File: src/rtl/vidx_pkg.sv
package vidx_pkg;
  localparam int unsigned NAXES = 3;

  // Returns {a2,a1,a0}, least significant axis in a0 (0=x,1=y,2=z)
  function automatic logic [5:0] order_axes(input logic [2:0] code);
    case (code)
      3'd1:    return {2'd1, 2'd2, 2'd0};
      3'd2:    return {2'd2, 2'd0, 2'd1};
      3'd3:    return {2'd0, 2'd2, 2'd1};
      3'd4:    return {2'd1, 2'd0, 2'd2};
      3'd5:    return {2'd0, 2'd1, 2'd2};
      default: return {2'd2, 2'd1, 2'd0};
    endcase
  endfunction
endpackage

File: src/rtl/vidx_axis_ctr.sv
module vidx_axis_ctr #(
  parameter int unsigned W = 7
) (
  input  logic         clk_i,
  input  logic         rst_ni,
  input  logic         clr_i,
  input  logic         adv_i,
  input  logic [W-1:0] lim_i,
  output logic [W-1:0] coord_o,
  output logic         wrap_o
);
  logic [W-1:0] coord_q;

  assign wrap_o  = adv_i && (coord_q == lim_i);
  assign coord_o = coord_q;

  always_ff @(posedge clk_i or negedge rst_ni) begin
    if (!rst_ni)     coord_q <= '0;
    else if (clr_i)  coord_q <= '0;
    else if (adv_i)  coord_q <= wrap_o ? '0 : coord_q + 1'b1;
  end


  coord_in_range_chk: assert property (@(posedge clk_i) disable iff (!rst_ni)
    coord_q <= lim_i);


  wrap_to_zero_chk: assert property (@(posedge clk_i) disable iff (!rst_ni)
    wrap_o |=> coord_q == '0);
endmodule

File: src/rtl/vidx_compose.sv
module vidx_compose
  import vidx_pkg::*;
#(
  parameter int unsigned W = 7
) (
  input  logic [NAXES-1:0][W-1:0] coord_i,
  input  logic [NAXES-1:0][W-1:0] size_i,
  input  logic [NAXES-1:0]        inv_i,
  input  logic [2:0]              order_i,
  input  logic [W-1:0]            offs_i,
  output logic [W-1:0]            idx_o
);
  localparam int unsigned SW = 3 * W + 2;

  logic [NAXES-1:0][W-1:0] c_eff;
  logic [5:0]              axes;
  logic [1:0]              a0, a1, a2;
  logic [SW-1:0]           t0, t1, t2, sum;

  for (genvar a = 0; a < NAXES; a++) begin : g_inv
    assign c_eff[a] = inv_i[a] ? (size_i[a] - 1'b1 - coord_i[a]) : coord_i[a];
  end

  assign axes = order_axes(order_i);
  assign a0   = axes[1:0];
  assign a1   = axes[3:2];
  assign a2   = axes[5:4];

  assign t0  = SW'(c_eff[a0]);
  assign t1  = SW'(c_eff[a1]) * SW'(size_i[a0]);
  assign t2  = SW'(c_eff[a2]) * SW'(size_i[a0]) * SW'(size_i[a1]);
  assign sum = t0 + t1 + t2 + SW'(offs_i);
  assign idx_o = sum[W-1:0];
endmodule

File: src/rtl/vec_idx_remap.sv
module vec_idx_remap
  import vidx_pkg::*;
#(
  parameter int unsigned IDX_W = 7,
  parameter int unsigned NSLOT = 5
) (
  input  logic                   clk_i,
  input  logic                   rst_ni,
  input  logic                   cfg_we_i,
  input  logic [IDX_W-1:0]       cfg_xsz_i,
  input  logic [IDX_W-1:0]       cfg_ysz_i,
  input  logic [IDX_W-1:0]       cfg_zsz_i,
  input  logic [IDX_W-1:0]       cfg_maxvl_i,
  input  logic [IDX_W-1:0]       cfg_vl_i,
  input  logic [IDX_W-1:0]       cfg_offs_i,
  input  logic [2:0]             cfg_order_i,
  input  logic [2:0]             cfg_inv_i,
  input  logic [NSLOT-1:0]       cfg_mask_i,
  input  logic                   cfg_persist_i,
  input  logic                   start_i,
  input  logic                   step_i,
  output logic [NSLOT*IDX_W-1:0] slot_idx_o,
  output logic                   valid_o,
  output logic                   done_o
);
  localparam logic [IDX_W-1:0] ONE = IDX_W'(1);

  logic [NAXES-1:0][IDX_W-1:0] sz_q, lim, coord;
  logic [NAXES-1:0]            adv, wrap;
  logic [IDX_W-1:0]            offs_q, vl_q, cnt_q, remap_idx;
  logic [2:0]                  ord_q, inv_q;
  logic [NSLOT-1:0]            mask_q;
  logic                        pers_q, done_q, valid_q;
  logic [NSLOT-1:0][IDX_W-1:0] slot_q, slot_d;
  logic                        clr, fire, last;
  logic [IDX_W:0]              cnt_nx;
  logic [IDX_W-1:0]            xs_new, ys_new, zs_new, ys_div;

  // descriptor normalisation at load
  assign xs_new = (cfg_xsz_i == '0) ? ONE : cfg_xsz_i;
  assign zs_new = (cfg_zsz_i == '0) ? ONE : cfg_zsz_i;
  assign ys_div = cfg_maxvl_i / xs_new;
  assign ys_new = (cfg_ysz_i != '0) ? cfg_ysz_i : ((ys_div == '0) ? ONE : ys_div);

  assign clr    = cfg_we_i | start_i;
  assign fire   = step_i & ~done_q & ~clr;
  assign cnt_nx = {1'b0, cnt_q} + 1'b1;
  assign last   = fire && (cnt_nx == {1'b0, vl_q});

  for (genvar a = 0; a < NAXES; a++) begin : g_axis
    assign lim[a] = sz_q[a] - 1'b1;
    if (a == 0) begin : g_first
      assign adv[a] = fire;
    end else begin : g_chain
      assign adv[a] = wrap[a-1];
    end
    vidx_axis_ctr #(.W(IDX_W)) i_ctr (
      .clk_i  (clk_i),
      .rst_ni (rst_ni),
      .clr_i  (clr),
      .adv_i  (adv[a]),
      .lim_i  (lim[a]),
      .coord_o(coord[a]),
      .wrap_o (wrap[a])
    );
  end

  vidx_compose #(.W(IDX_W)) i_compose (
    .coord_i(coord),
    .size_i (sz_q),
    .inv_i  (inv_q),
    .order_i(ord_q),
    .offs_i (offs_q),
    .idx_o  (remap_idx)
  );

  for (genvar s = 0; s < NSLOT; s++) begin : g_slot
    assign slot_d[s] = mask_q[s] ? remap_idx : cnt_q;
  end

  always_ff @(posedge clk_i or negedge rst_ni) begin
    if (!rst_ni) begin
      sz_q    <= {NAXES{ONE}};
      offs_q  <= '0;
      vl_q    <= '0;
      ord_q   <= '0;
      inv_q   <= '0;
      mask_q  <= '0;
      pers_q  <= 1'b0;
      cnt_q   <= '0;
      done_q  <= 1'b0;
      valid_q <= 1'b0;
      slot_q  <= '0;
    end else if (cfg_we_i) begin
      sz_q    <= {zs_new, ys_new, xs_new};
      offs_q  <= cfg_offs_i;
      vl_q    <= cfg_vl_i;
      ord_q   <= cfg_order_i;
      inv_q   <= cfg_inv_i;
      mask_q  <= cfg_mask_i;
      pers_q  <= cfg_persist_i;
      cnt_q   <= '0;
      done_q  <= 1'b0;
      valid_q <= 1'b0;
    end else if (start_i) begin
      cnt_q   <= '0;
      done_q  <= 1'b0;
      valid_q <= 1'b0;
    end else begin
      valid_q <= fire;
      if (fire) begin
        slot_q <= slot_d;
        cnt_q  <= cnt_q + 1'b1;
        if (last) begin
          done_q <= 1'b1;
          if (!pers_q) mask_q <= '0;
        end
      end
    end
  end

  assign slot_idx_o = slot_q;
  assign valid_o    = valid_q;
  assign done_o     = done_q;


  valid_after_step_chk: assert property (@(posedge clk_i) disable iff (!rst_ni)
    step_i && !done_q && !start_i && !cfg_we_i |=> valid_o);


  no_spurious_valid_chk: assert property (@(posedge clk_i) disable iff (!rst_ni)
    !step_i |=> !valid_o);


  done_holds_chk: assert property (@(posedge clk_i) disable iff (!rst_ni)
    done_q && !start_i && !cfg_we_i |=> done_q && $stable(slot_q));


  start_clears_chk: assert property (@(posedge clk_i) disable iff (!rst_ni)
    start_i |=> !done_q && !valid_o && cnt_q == '0);


  one_shot_mask_chk: assert property (@(posedge clk_i) disable iff (!rst_ni)
    $rose(done_q) && !pers_q |-> mask_q == '0);
endmodule

File: config.mk
export PLATFORM = sky130hd
export DESIGN_NAME = vec_idx_remap
export DESIGN_NICKNAME = d
export VERILOG_FILES = /design/src/rtl/vidx_pkg.sv /design/src/rtl/vidx_axis_ctr.sv /design/src/rtl/vidx_compose.sv /design/src/rtl/vec_idx_remap.sv
export SDC_FILE = /design/constraint.sdc
export NUM_CORES = 1
export LEC_CHECK = 0
export ABC_CLOCK_PERIOD_IN_PS = 12260
export BUFFER_PORTS_ARGS = -buffer_cell sky130_fd_sc_hd__clkbuf_2
export CAP_MARGIN = 20
export CORE_ASPECT_RATIO = 1.25
export CORE_MARGIN = 2
export CORE_UTILIZATION = 57
export DETAILED_ROUTE_END_ITERATION = 6
export GPL_TIMING_DRIVEN = 0
export PLACE_DENSITY = 0.77
export RECOVER_POWER = 25
export SETUP_SLACK_MARGIN = 0.5
export SYNTH_ARGS = -nofsm -noshare
export SYNTH_HDL_FRONTEND = slang
export SYNTH_SLANG_ARGS = --single-unit
File: constraint.sdc
create_clock -name clk_i -period 12.26 [get_ports clk_i]
set_input_delay 1.226 -clock clk_i [delete_from_list [all_inputs] [get_ports clk_i]]
set_output_delay 1.226 -clock clk_i [all_outputs]
set_load 0.02 [all_outputs]
-- Yosys cells after proc, flatten, opt, wreduce, memory -nomap -nowiden
Cells that the tools add are included.
- flip-flop bits (word level): 112
- bits in latches: 0
- RAM bits: 0
- memory bits (read-only): 0
- bits of input ports: 59
- output and inout port bits: 37
- word-level logic and storage cells: 123
- memories kept: 0
- add/subtract/negate cells: 14
- multiply operators: 3
- divide/modulo/power cells: 1
- $lt $le $gt $ge: 3
- equal/unequal tests: 11
- shifts and indexed selects: 0
- muxes and demuxes: 46
- bitwise operators: 7
- reduce and logical (&&, ||, !) cells: 18
- operator list (operator ; count):
    $mux 7 ; 29
    $bmux 7 s2 ; 5
    $pmux 6 s5 ; 1
    $add 7x1->7 const B ; 4
    $mux 5 ; 5
    $add 7x7->7 ; 3
    $eq 7x7->1 ; 3
    $logic_not 7->1 ; 3
    $sub 7x1->7 const B ; 3
    $sub 7x7->7 ; 3
    $mul 14x7->7 ; 1
    $mul 7x7->14 ; 1
    $reduce_bool 2->1 ; 5
    $lt 2x3->1 const B ; 3
    $add 7x1->8 const B ; 1
    $eq 8x7->1 ; 1
    $div 7x7->7 ; 1
    $mul 7x7->7 ; 1
    $reduce_bool 7->1 ; 1
    $eq 3x2->1 const B ; 2
    $eq 3x3->1 const B ; 2
    $mux 1 ; 6
    $reduce_bool 3->1 ; 2
    $logic_and 1x1->1 ; 4
    8 further kinds ; 13

-- Longest topological paths before layout
Gate-level depths: netlist of run 1.
- depth after elaboration: 10
- depth in mapped cells: 58
- mapped depth without buffers: 56

-- Cells and area by module
From an unflattened synthesis of run 1, not the netlist that was laid out.
- cell total of the unflattened synthesis: 1251
- area, all modules: 11240.8 um^2
- by module, submodules not included (module ; times used ; cells each ; area an instance (um^2) ; seq. area each (um^2)):
    vec_idx_remap ; 1 ; 579 ; 5610.4 ; 2280.9
    vidx_compose ; 1 ; 540 ; 4354.2 ; 0.0
    vidx_axis_ctr ; 3 ; 44 ; 425.4 ; 175.2

-- Worst setup path after synthesis of run 1
OpenSTA, ideal clock, no wires.
- path kind: input -> register
- from: input port cfg_xsz_i[3]
- to: register sz_q[7] in the netlist's numbering
- library setup time: 0.092 ns
- data arrival time: 10.576 ns
- data required time: 12.168 ns
- path slack: 1.592 ns
- stages on the path: 53
- path buffers: 2
- path through: inv_1 > nand4_1 > nor3_1 > nor2_1 > ha_1 > a21oi_1 > a21oi_1 > ha_1 > o21a_1 > nor2_1 > nor3_1 > mux2_2 > ha_1 > o21a_1 > o21bai_1 > o21ai_0 > ha_1 > o21a_1 > [17 not listed] > a21o_1 > a31o_2 > a21oi_1 > nor2_1 > clkbuf_1 > nor2_1 > a21oi_1 > ha_1 > a21o_1 > a21o_1 > a21oi_1 > nor2b_1 > o21ai_0 > nand2b_1 > a21oi_1 > o21ai_0 > a21oi_1 > a21oi_1
- word-level cells in the longest chain between the ends: 6
- ends and longest elaborated chain (what ; line ; text):
    start, declared ; vec_idx_remap.sv:10 ; input logic [IDX_W-1:0] cfg_xsz_i,
    $logic_not 7->1 ; vec_idx_remap.sv:40 ; assign xs_new = (cfg_xsz_i == '0) ? ONE : cfg_xsz_i;
    $mux 7 * ; vec_idx_remap.sv:40 ;
    $div 7x7->7 * ; vec_idx_remap.sv:42 ; assign ys_div = cfg_maxvl_i / xs_new;
    $logic_not 7->1 ; vec_idx_remap.sv:43 ; assign ys_new = (cfg_ysz_i != '0) ? cfg_ysz_i : ((ys_div == '0) ? ONE : ys_div);
    $mux 7 * (2 in a row) ; vec_idx_remap.sv:43 ;
    end signal, assigned ; vec_idx_remap.sv:83 ; sz_q <= {NAXES{ONE}};
    end signal, assigned ; vec_idx_remap.sv:95 ; sz_q <= {zs_new, ys_new, xs_new};
    end, declared ; vec_idx_remap.sv:28 ; logic [NAXES-1:0][IDX_W-1:0] sz_q, lim, coord;
Every way passes the cells marked *; elsewhere a longest branch is shown, timed or not.
A chain may end at the register's enable or synchronous reset.

-- Worst setup path in the final report of run 1
- from: register sz_q[7] in the netlist's numbering
- to: register slot_q, in the netlist slot_idx_o[13]
- word-level cells in the longest chain between the ends: 10
- elaborated cells between the ends (all ways): 20
- classes of those cells: add/sub: 5; mul: 3; mux: 12
- ends and longest elaborated chain (what ; line ; text):
    $sub 7x1->7 ; vidx_compose.sv:21 ; assign c_eff[a] = inv_i[a] ? (size_i[a] - 1'b1 - coord_i[a]) : coord_i[a];
    $sub 7x7->7 ; vidx_compose.sv:21 ;
    $mux 7 ; vidx_compose.sv:21 ;
    $bmux 7 s2 (on tied branches) ; vidx_compose.sv:31, vidx_compose.sv:30 ;
    $mux 7 (on tied branches) ; vidx_compose.sv:31, vidx_compose.sv:30 ;
    $mul 7x7->14 / $mul 7x7->7 (equally long branches) ; vidx_compose.sv:31, vidx_compose.sv:30 ;
    $mul 14x7->7 / $add 7x7->7 (equally long branches) ; vidx_compose.sv:31, vidx_compose.sv:32 ;
    $add 7x7->7 * (2 in a row) ; vidx_compose.sv:32 ; assign sum = t0 + t1 + t2 + SW'(offs_i);
    $mux 7 * ; vec_idx_remap.sv:78 ; assign slot_d[s] = mask_q[s] ? remap_idx : cnt_q;
    end signal, assigned ; vec_idx_remap.sv:112 ; slot_q <= slot_d;
    end, declared ; vec_idx_remap.sv:34 ; logic [NSLOT-1:0][IDX_W-1:0] slot_q, slot_d;
Every way passes the cells marked *; elsewhere a longest branch is shown, timed or not. The select of a mux whose other input is x is not followed.

==> results of run 1 <==
[logic make-up after synthesis]
kind of cell / synth area share, %
buffers and inverters: 6.03
and+or+nand+nor: 18.0
DFF: 25.2
adders and majority gates: 18.1
xor gates and xnor gates: 8.70
AOI/OAI and AO/OA: 17.5
muxes: 6.56
[path summary, 6_finish.rpt]
kind,from,to,slack (ns),depth (start not counted)
min in group asynchronous,rst_ni,cnt_q[6],3.07,1
worst min register to register,slot_idx_o[9],slot_idx_o[9],0.48,2
worst max register to register,sz_q[7],slot_idx_o[13],1.16,40
worst max-delay path,sz_q[7],slot_idx_o[13],1.16,40
worst min-delay path,slot_idx_o[9],slot_idx_o[9],0.48,2
max in group asynchronous,rst_ni,sz_q[15],5.86,1
[state kept, by name (all words and copies together), names as in the netlist]
| signal | cells |
|---|---|
| ord_q | 3 |
| slot_idx_o | 35 |
| pers_q | 1 |
| g_axis.i_ctr.coord_o | 21 |
| done_o | 1 |
| offs_q | 7 |
| cnt_q | 7 |
| sz_q | 21 |
| vl_q | 7 |
| valid_o | 1 |
| mask_q | 5 |
| inv_q | 3 |
[routing by layer]
layer  wire [um]  vias to the layer above
li1            -                     4817
met1       12400                     4763
met2       15300                      415
met3        2040                       98
met4        1560                        2
met5          12                        -
[synth_stat cells, drive strengths merged (10+ instances only)]
library cell  count  area share [%]
a21oi            73             3.3
nor2            136             4.7
nand2           133             4.5
nor3             29             1.3
nand2b           19             1.1
o31ai            12            0.85
o21a             15             1.0
a21o             13            0.88
mux2i            37             3.3
ha               95              11
inv             101             3.4
buf              28             1.3
xor2             31             2.6
or2              13            0.73
or3              11            0.62
o211ai           14            0.94
o21ai            97             4.4
clkbuf           40             1.3
fa               41             7.4
mux2             32             3.2
nand3            20            0.94
nand4            10            0.56
dfrtp           109              25
xnor2            71             5.7
nor2b            16            0.90
[cell type report]
cell class / count / share of cell area (%)
flip-flops and latches: 112 / 22.7
clock buffers: 10 / 1.93
multi-input cells: 1039 / 62.3
clock inverters: 6 / 0.536
repair buffers: 105 / 4.42
inverters: 101 / 3.09
plain buffers: 68 / 2.39
well taps: 265 / 2.68
[worst max-delay path, delay by kind of cell (launching register included)]
| kind | cells | cell delay [ns] |
|---|---|---|
| AO/OA/AOI/OAI | 5 | 1.07 |
| XOR/XNOR | 10 | 1.91 |
| adder cells (fa/ha/maj) | 14 | 6.07 |
| buffers and inverters | 7 | 0.36 |
| flip-flops | 1 | 0.63 |
| AND/OR/NAND/NOR | 4 | 0.92 |
[layout by cell type (no fill, tap or decap), drive strengths merged, types with 13 or more instances in the layout]
cell type / count
nor2b: 16
buf: 39
mux2: 32
o21ai: 97
fa: 41
clkbuf: 144
nor3: 29
a21o: 13
dfrtp: 109
or2: 13
o21a: 15
o211ai: 14
xor2: 31
nand3: 20
nor2: 136
nand2b: 19
inv: 104
ha: 95
xnor2: 71
mux2i: 37
a21oi: 73
nand2: 133
[through the flow]
step	utilization (%)	setup TNS (ns)	setup slack, ns	hold slack [ns]
after global routing	64.1	0	0.452	0.510
after global placement	61.8	-0.0784	-0.0784	0.461
final	64.1	0	1.16	0.478
after floorplan	-	0	1.59	0.482
after detailed placement	61.8	-0.261	-0.261	0.470
after CTS	63.5	0	0.648	0.487
[repair_timing]
item                       4_1_cts  5_1_grt
buffers inserted                 0        9
setup endpoints to repair        1        6
pin swaps                        0        6
resized for setup                3       18
[where the power goes]
group	internal (mW)	leakage, nW	total (mW)	switching [mW]
logic	1.38	4.05	3.11	1.73
registers	0.430	1.43	0.472	0.0422
clock network	0.151	0.148	0.311	0.160
total	1.96	5.62	3.89	1.93
==> flow_summary.json, run 1 <==
{
  "multi_input_area_mm2": 0.00771,
  "grt_max_degree": 113,
  "cpPeakStageDelay_ns": 0.63,
  "tightest_slew_ns": 5.99,
  "ys_ff_latch": 112,
  "maxSlewViolCount": 113,
  "num_rows": 57,
  "initial_utilization_pct": 57.6,
  "synth_area_per_cell_um2": 8.43,
  "grt_setup_unrepaired": "true",
  "fin_total_pwr_mw": 3.89,
  "ys_async_sr_fraction_pct": 100,
  "grt_pass1_wl_mm": 50.5,
  "ys.flop_type": "dfrtp_1",
  "hold_path.class": "flop to flop",
  "vdd_drop_max_mv": 0.330,
  "crit_path_top_delay_cell": "dfstp_2",
  "syn2layout_area_growth_pct": 11.2,
  "violations": "capacitance limit, slew limit",
  "ys_types": 79,
  "overflow": 0,
  "core-area_mm2": 0.0193,
  "die_h_um": 160,
  "gr-usage-met3_pct": 4.99,
  "grt_pass1_vias": 9898,
  "drtPass1Iterations": 5,
  "use_met1_pct": 38.0,
  "grt_usage_pct": 31.2,
  "cts_inserted_buffers": 9,
  "path_clk_slew_ns": 0.08,
  "clock_path_buffers": 2,
  "synth_edf_count": 0,
  "p_leak_nw": 5.62,
  "critPathCaptureType": "flop",
  "routed_wirelength_mm": 31.3,
  "grt.busiest_layer": "met2",
  "power_density_mw_per_mm2": 314,
  "crit_top_cell": "fa_1",
  "cts_tree": "built",
  "netlist_area_mm2": 0.0111,
  "vias": 10100,
  "regArea_mm2": 0.00281,
  "dpl-instance-area_mm2": 0.0120,
  "syn-instance-count": 1320,
  "ys_seq_area_share_pct": 25.2,
  "drt-wirelength-per-cell_um": 18.3,
  "drive_above_1_share_pct": 14.7,
  "worstPathArrival_ns": 11.35,
  "dp_hpwl_mm": 24.4,
  "finalHoldViolations": 0,
  "die_area_mm2": 0.0207,
  "dp.cells": 1681,
  "drv_cap": 1,
  "fill_cells": 1714,
  "grtUsageMet2_pct": 53.7,
  "antenna_found_initial": 1,
  "path_max_fanout": 7,
  "die_w_um": 129,
  "post-route-period-util_pct": 90.6,
  "fmax_mhz": 90.1,
  "drt_iter0_drc": 803,
  "cts_num_sinks": 112,
  "worst-setup-path-type": "flop to flop",
  "postRouteAntennaNets": 0,
  "max_slew_margin_pct": -299,
  "yosysWarnings": 0,
  "skew_ns": 0.0168,
  "ctsRootBufferMaster": "clkbuf_16",
  "drc": 0,
  "via_per_inst": 5.92,
  "fin_cells": 1706,
  "antenna_cells": 0,
  "syn-num-nets": 1515,
  "setup-violations-final": 0,
  "required_ns": 12.51,
  "htreeDepth": 3,
  "nets": 1631,
  "insertion_delay_ns": 0.37,
  "fin_crit_ns": 11.10,
  "cts_hold_buf": 0,
  "stdcell_area_mm2": 0.0124,
  "io_buffers": 95,
  "gp_congestion": 1.02,
  "crit_path_start_kind": "flop",
  "status": "finished, violations left",
  "ios": 96
}
No activity file was read; power rests on OpenSTA's default activity.
==> inputs of run 2 (changes only) <==
--- a/config.mk
+++ b/config.mk
@@ -8,12 +8,14 @@
 export ABC_CLOCK_PERIOD_IN_PS = 12260
 export BUFFER_PORTS_ARGS = -buffer_cell sky130_fd_sc_hd__clkbuf_2
 export CAP_MARGIN = 20
+export CELL_PAD_IN_SITES_DETAIL_PLACEMENT = 1
+export CELL_PAD_IN_SITES_GLOBAL_PLACEMENT = 1
 export CORE_ASPECT_RATIO = 1.25
 export CORE_MARGIN = 2
-export CORE_UTILIZATION = 57
+export CORE_UTILIZATION = 47
 export DETAILED_ROUTE_END_ITERATION = 6
 export GPL_TIMING_DRIVEN = 0
-export PLACE_DENSITY = 0.77
+export PLACE_DENSITY_LB_ADDON = 0.1
 export RECOVER_POWER = 25
 export SETUP_SLACK_MARGIN = 0.5
 export SYNTH_ARGS = -nofsm -noshare
==> run 2 against run 1 <==
Compared with the run above: the flow still finishes with violations (capacitance limit, slew limit); clock power is 16% higher; worst hold slack gained 0.0032 ns; final cell count up 1.5%; largest power group unchanged; global-route usage is 0.97 points lower; design area is 0.82% higher; non-clock buffer count grew 2; sequential power about the same; core utilization decreased by 10 points; register-to-register slack got worse by 0.11 ns; first-iteration DRC count fell by 40%; total power increased by 6.7%.
==> flow_summary.json, run 2 (same netlist as run 1, synthesis figures left out) <==
{
  "status": "finished, violations left",
  "violations": "capacitance limit, slew limit",
  "cpPeakStageDelay_ns": 0.56,
  "setup-violations-final": 0,
  "overflow": 0,
  "critPathCaptureType": "flop",
  "antenna_found_initial": 0,
  "maxSlewViolCount": 115,
  "worstPathArrival_ns": 11.47,
  "crit_path_start_kind": "flop",
  "initial_utilization_pct": 48.1,
  "routed_wirelength_mm": 36.6,
  "tightest_slew_ns": 3.20,
  "gp_congestion": 0.975,
  "vdd_drop_max_mv": 0.471,
  "die_area_mm2": 0.0249,
  "fmax_mhz": 89.2,
  "die_h_um": 176,
  "crit_top_cell": "fa_1",
  "ctsRootBufferMaster": "clkbuf_16",
  "drv_cap": 2,
  "cts_tree": "built",
  "required_ns": 12.51,
  "grt_max_degree": 59,
  "nets": 1633,
  "power_density_mw_per_mm2": 333,
  "hold-worst-slack_ns": 0.482,
  "cts_inserted_buffers": 9,
  "postRouteAntennaNets": 0,
  "dp_hpwl_mm": 29.2,
  "grt_usage_pct": 30.2,
  "drt_iter0_drc": 480,
  "max_slew_margin_pct": -113,
  "io_buffers": 95,
  "skew_ns": 0.00761,
  "mostFrequentLayoutCells": "132 x nor2_1, 132 x nand2_1, 109 x dfrtp_1",
  "p_leak_nw": 5.68,
  "drt-wirelength-per-cell_um": 21.2,
  "fin_total_pwr_mw": 4.15,
  "insertion_delay_ns": 0.38,
  "cts_hold_buf": 0,
  "fin_setup_tns_ns": 0,
  "die_w_um": 142,
  "finalHoldViolations": 0,
  "crit_path_top_delay_cell": "fa_1",
  "ios": 96,
  "largest_reg_flops": 35,
  "post-route-period-util_pct": 91.5,
  "vias": 10300,
  "drc": 0,
  "syn2layout_area_growth_pct": 12.2,
  "cts_num_sinks": 112,
  "path_max_fanout": 5,
  "num_rows": 62,
  "via_per_inst": 5.96,
  "grt_pass1_wl_mm": 58.7,
  "fin_crit_ns": 11.21,
  "drive_above_1_share_pct": 15.0,
  "path_clk_slew_ns": 0.08,
  "worst-setup-path-type": "flop to flop",
  "drtPass1Iterations": 5,
  "htreeDepth": 3,
  "grt_setup_unrepaired": "true",
  "core-area_mm2": 0.0231,
  "grt_pass1_vias": 11100,
  "antenna_cells": 0,
  "hold_path.class": "flop to flop",
  "clock_path_buffers": 2
}
[run 2: changes by cell type in the layout (fill, tap and decap cells not counted), sizes merged]
cell / change
bufinv: +3
clkinv: +2
clkinvlp: -2
inv: -2
buf: +1
[run 2: routing by layer]
layer  routed length, um  vias to the layer above  track usage (%)
met5                   0                        -                0
met4                1480                        0             12.1
met3                1640                       90             3.63
met2               19100                      288             56.3
met1               14400                     5129             35.0
li1                    -                     4809                -
[run 2: layout make-up]
class | count | area (um2)
fillers | 2820 | 10600
multi-input cells | 1039 | 7720
flip-flops and latches | 112 | 2810
repair buffers | 107 | 566
inverters | 101 | 379
well taps | 288 | 360
plain buffers | 68 | 299
clock buffers | 9 | 225
clock inverters | 7 | 129
[run 2: path summary, 6_finish.rpt]
check | from | endpoint | slack (ns) | cells after the start
max in group asynchronous | rst_ni | ord_q[2] | 6.28 | 2
worst max register to register | sz_q[1] | slot_idx_o[27] | 1.05 | 40
worst min register to register | slot_idx_o[3] | slot_idx_o[3] | 0.48 | 2
min in group asynchronous | rst_ni | cnt_q[6] | 1.81 | 1
worst max-delay path | sz_q[1] | slot_idx_o[27] | 1.05 | 40
worst min-delay path | slot_idx_o[3] | slot_idx_o[3] | 0.48 | 2
[run 2: power breakdown]
group | internal [mW] | switching, mW
combinational | 1.41 | 1.90
clock | 0.203 | 0.158
sequential | 0.430 | 0.0440
[run 2: worst max-delay path: cells and delay by family, from the launching register on]
kind | cells | cell delay (ns)
xor gates and xnor gates | 9 | 1.73
DFF | 1 | 0.50
adders and majority gates | 14 | 6.27
buffers and inverters | 8 | 0.57
and+or+nand+nor | 6 | 1.33
AOI/OAI and AO/OA | 3 | 0.67
[run 2: repair_timing]
action                                 CTS  global route
gates resized for setup                  6            20
gates cloned                             0             0
pin swaps                                0             7
endpoints found under the hold margin    0             0
buffers inserted                         0             9
setup endpoints to repair                1             6
[run 2: through the flow]
stage,cells,cell area (um2),setup WS [ns],util [%]
2_1_floorplan,1320,11100,1.59,-
3_3_place_gp,1703,12000,-0.592,51.8
3_5_place_dp,1706,12000,-0.856,52.0
4_1_cts,1722,12400,0.623,53.6
5_1_grt,1731,12500,0.293,54.0
6_report,1731,12500,1.05,54.0
==> inputs of run 3 (changes only) <==
--- a/config.mk
+++ b/config.mk
@@ -12,8 +12,10 @@
 export CELL_PAD_IN_SITES_GLOBAL_PLACEMENT = 1
 export CORE_ASPECT_RATIO = 1.25
 export CORE_MARGIN = 2
-export CORE_UTILIZATION = 47
+export CORE_UTILIZATION = 48
+export CTS_BUF_LIST = sky130_fd_sc_hd__clkbuf_2
 export DETAILED_ROUTE_END_ITERATION = 6
+export GPL_ROUTABILITY_DRIVEN = 0
 export GPL_TIMING_DRIVEN = 0
 export PLACE_DENSITY_LB_ADDON = 0.1
 export RECOVER_POWER = 25
==> run 3 against run 2 <==
Compared with the run above: the run still ends with capacitance limit, slew limit left; clock power is 43% lower; routed wire length down 4.4%; total power decreased by 6.4%; non-clock buffer count is 8 lower; core utilization is 0.72 points lower; clock skew increased by 0.053 ns; final cell count decreased by 0.40%; highest routed layer unchanged.
==> flow_summary.json, run 3 (same netlist as run 1, synthesis figures left out) <==
{
  "status": "finished, violations left",
  "violations": "capacitance limit, slew limit",
  "worst-setup-path-type": "flop to flop",
  "drv_cap": 2,
  "fin_crit_ns": 11.30,
  "ios": 96,
  "path_clk_slew_ns": 0.37,
  "io_buffers": 95,
  "initial_utilization_pct": 48.6,
  "rrSetupSlack_ns": 0.96,
  "switching_share_pct": 52.0,
  "fmax_mhz": 88.5,
  "num_rows": 62,
  "p_leak_nw": 5.54,
  "holdPathEnd": "slot_idx_o[4]",
  "max_slew_margin_pct": -106,
  "required_ns": 12.93,
  "overflow": 0,
  "crit_top_cell": "fa_1",
  "dpl-instance-area_mm2": 0.0120,
  "cpPeakStageDelay_ns": 0.68,
  "grt_setup_unrepaired": "true",
  "reg2reg_depth": 39,
  "grt_pass1_vias": 10600,
  "worstPathArrival_ns": 11.97,
  "via_per_inst": 5.87,
  "insertion_delay_ns": 0.72,
  "ctsRootBufferMaster": "clkbuf_2",
  "drt_iter0_drc": 463,
  "maxSlewViolCount": 115,
  "routed_wirelength_mm": 35.0,
  "grt_usage_pct": 29.4,
  "crit_path_top_delay_cell": "dfstp_2",
  "cts_tree": "built",
  "drt-wirelength-per-cell_um": 20.3,
  "path_max_fanout": 5,
  "die_w_um": 140,
  "hold_path.class": "flop to flop",
  "vdd_drop_max_mv": 0.603,
  "power_density_mw_per_mm2": 319,
  "cts_hold_buf": 0,
  "cts_inserted_buffers": 9,
  "crit_path_start_kind": "flop",
  "regToRegEndpoint": "slot_idx_o[6]",
  "drtPass1Iterations": 5,
  "largest_reg_flops": 35,
  "grt_max_degree": 58,
  "hold-worst-slack_ns": 0.517,
  "drc": 0,
  "cts_num_sinks": 112,
  "tightest_slew_ns": 3.08,
  "min_from": "slot_idx_o[4]",
  "drive_above_1_share_pct": 13.9,
  "grt_pass1_wl_mm": 56.7,
  "finalHoldViolations": 0,
  "core-area_mm2": 0.0229,
  "reg2reg_from": "sz_q[14]",
  "stdcell_area_mm2": 0.0122,
  "fill_cells": 2813,
  "syn2layout_area_growth_pct": 9.53,
  "fin_cells": 1724,
  "clock_path_buffers": 2,
  "p_clk_share_pct": 5.3,
  "skew_ns": 0.0603,
  "combPwrFrac_pct": 82.5,
  "dp.cells": 1705,
  "switching_power_mw": 2.02,
  "postRouteAntennaNets": 0,
  "mostFrequentLayoutCells": "132 x nor2_1, 132 x nand2_1, 109 x dfrtp_1",
  "critPathCaptureType": "flop",
  "power_frac_seq_pct": 12.2,
  "htreeDepth": 3,
  "fin_total_pwr_mw": 3.89,
  "fin_ws_ns": 0.955,
  "die_h_um": 174,
  "vias": 10100,
  "post-route-period-util_pct": 92.2,
  "antenna_found_initial": 1,
  "holdPathStages": 2,
  "internal_power_mw": 1.87,
  "setup-violations-final": 0,
  "nets": 1625,
  "dp_hpwl_mm": 28.4,
  "die_area_mm2": 0.0244,
  "dp_slack_ns": -0.751
}
[run 3: area by class of cell]
type,instances,area (um2),share of cell area (%)
Sequential cell,112,2810,23.0
Timing Repair Buffer,99,498,4.08
Tap cell,288,360,2.96
Clock inverter,7,100,0.821
Buffer,68,293,2.40
Antenna cell,1,2.50,0.0205
Inverter,101,379,3.11
Clock buffer,9,45.0,0.369
Multi-Input combinational cell,1039,7710,63.2
[run 3: routing by layer]
| layer | vias to the layer above | GRT usage, % | share of wire [%] | routed length, um |
|---|---|---|---|---|
| li1 | 4786 | - | - | - |
| met1 | 4980 | 35.5 | 40 | 14100 |
| met2 | 280 | 52.2 | 51 | 17700 |
| met3 | 79 | 3.39 | 4.4 | 1550 |
| met4 | 0 | 13.4 | 4.7 | 1630 |
| met5 | - | 0 | 0 | 0 |
[run 3: how the worst max path moves through the flow]
stage	startpoint	end	cells past startpoint
2_1_floorplan	cfg_xsz_i[3]	sz_q[7]	53
3_3_place_gp	cfg_xsz_i[3]	sz_q[7]	56
3_5_place_dp	cfg_xsz_i[3]	sz_q[7]	56
4_1_cts	cfg_xsz_i[4]	sz_q[7]	56
5_1_grt	sz_q[9]	slot_idx_o[6]	40
6_report	sz_q[14]	slot_idx_o[6]	39
[run 3: through the flow]
step	utilization, %	TNS, ns
floorplan	-	0
global placement	52.3	-0.557
detailed placement	52.5	-0.751
CTS	53.2	0
global route	53.3	0
finish	53.3	0
[run 3: timing repair]
action	4_1_cts	5_1_grt
endpoints found under the setup margin	1	6
setup buffers	0	2
cloned	0	0
pin swaps	0	2
resized for setup	2	11
[run 3: power by group through the flow]
stage | Combinational, mW | Clock, mW | Sequential (mW)
detailed placement | 3.22 | 0 | 0.479
global placement | 3.11 | 0 | 0.477
floorplan | 2.41 | 0 | 0.518
CTS | 3.24 | 0.214 | 0.473
finish | 3.21 | 0.207 | 0.473
global route | 3.57 | 0.225 | 0.479
[run 3: worst max-delay path: cells and delay by family, from the launching register on]
family,cells,cell delay [ns]
flip-flops,1,0.68
XOR/XNOR,9,1.80
adder cells (fa/ha/maj),14,6.34
buffers and inverters,7,0.43
AND/OR/NAND/NOR,4,0.52
AO/OA/AOI/OAI,5,1.45
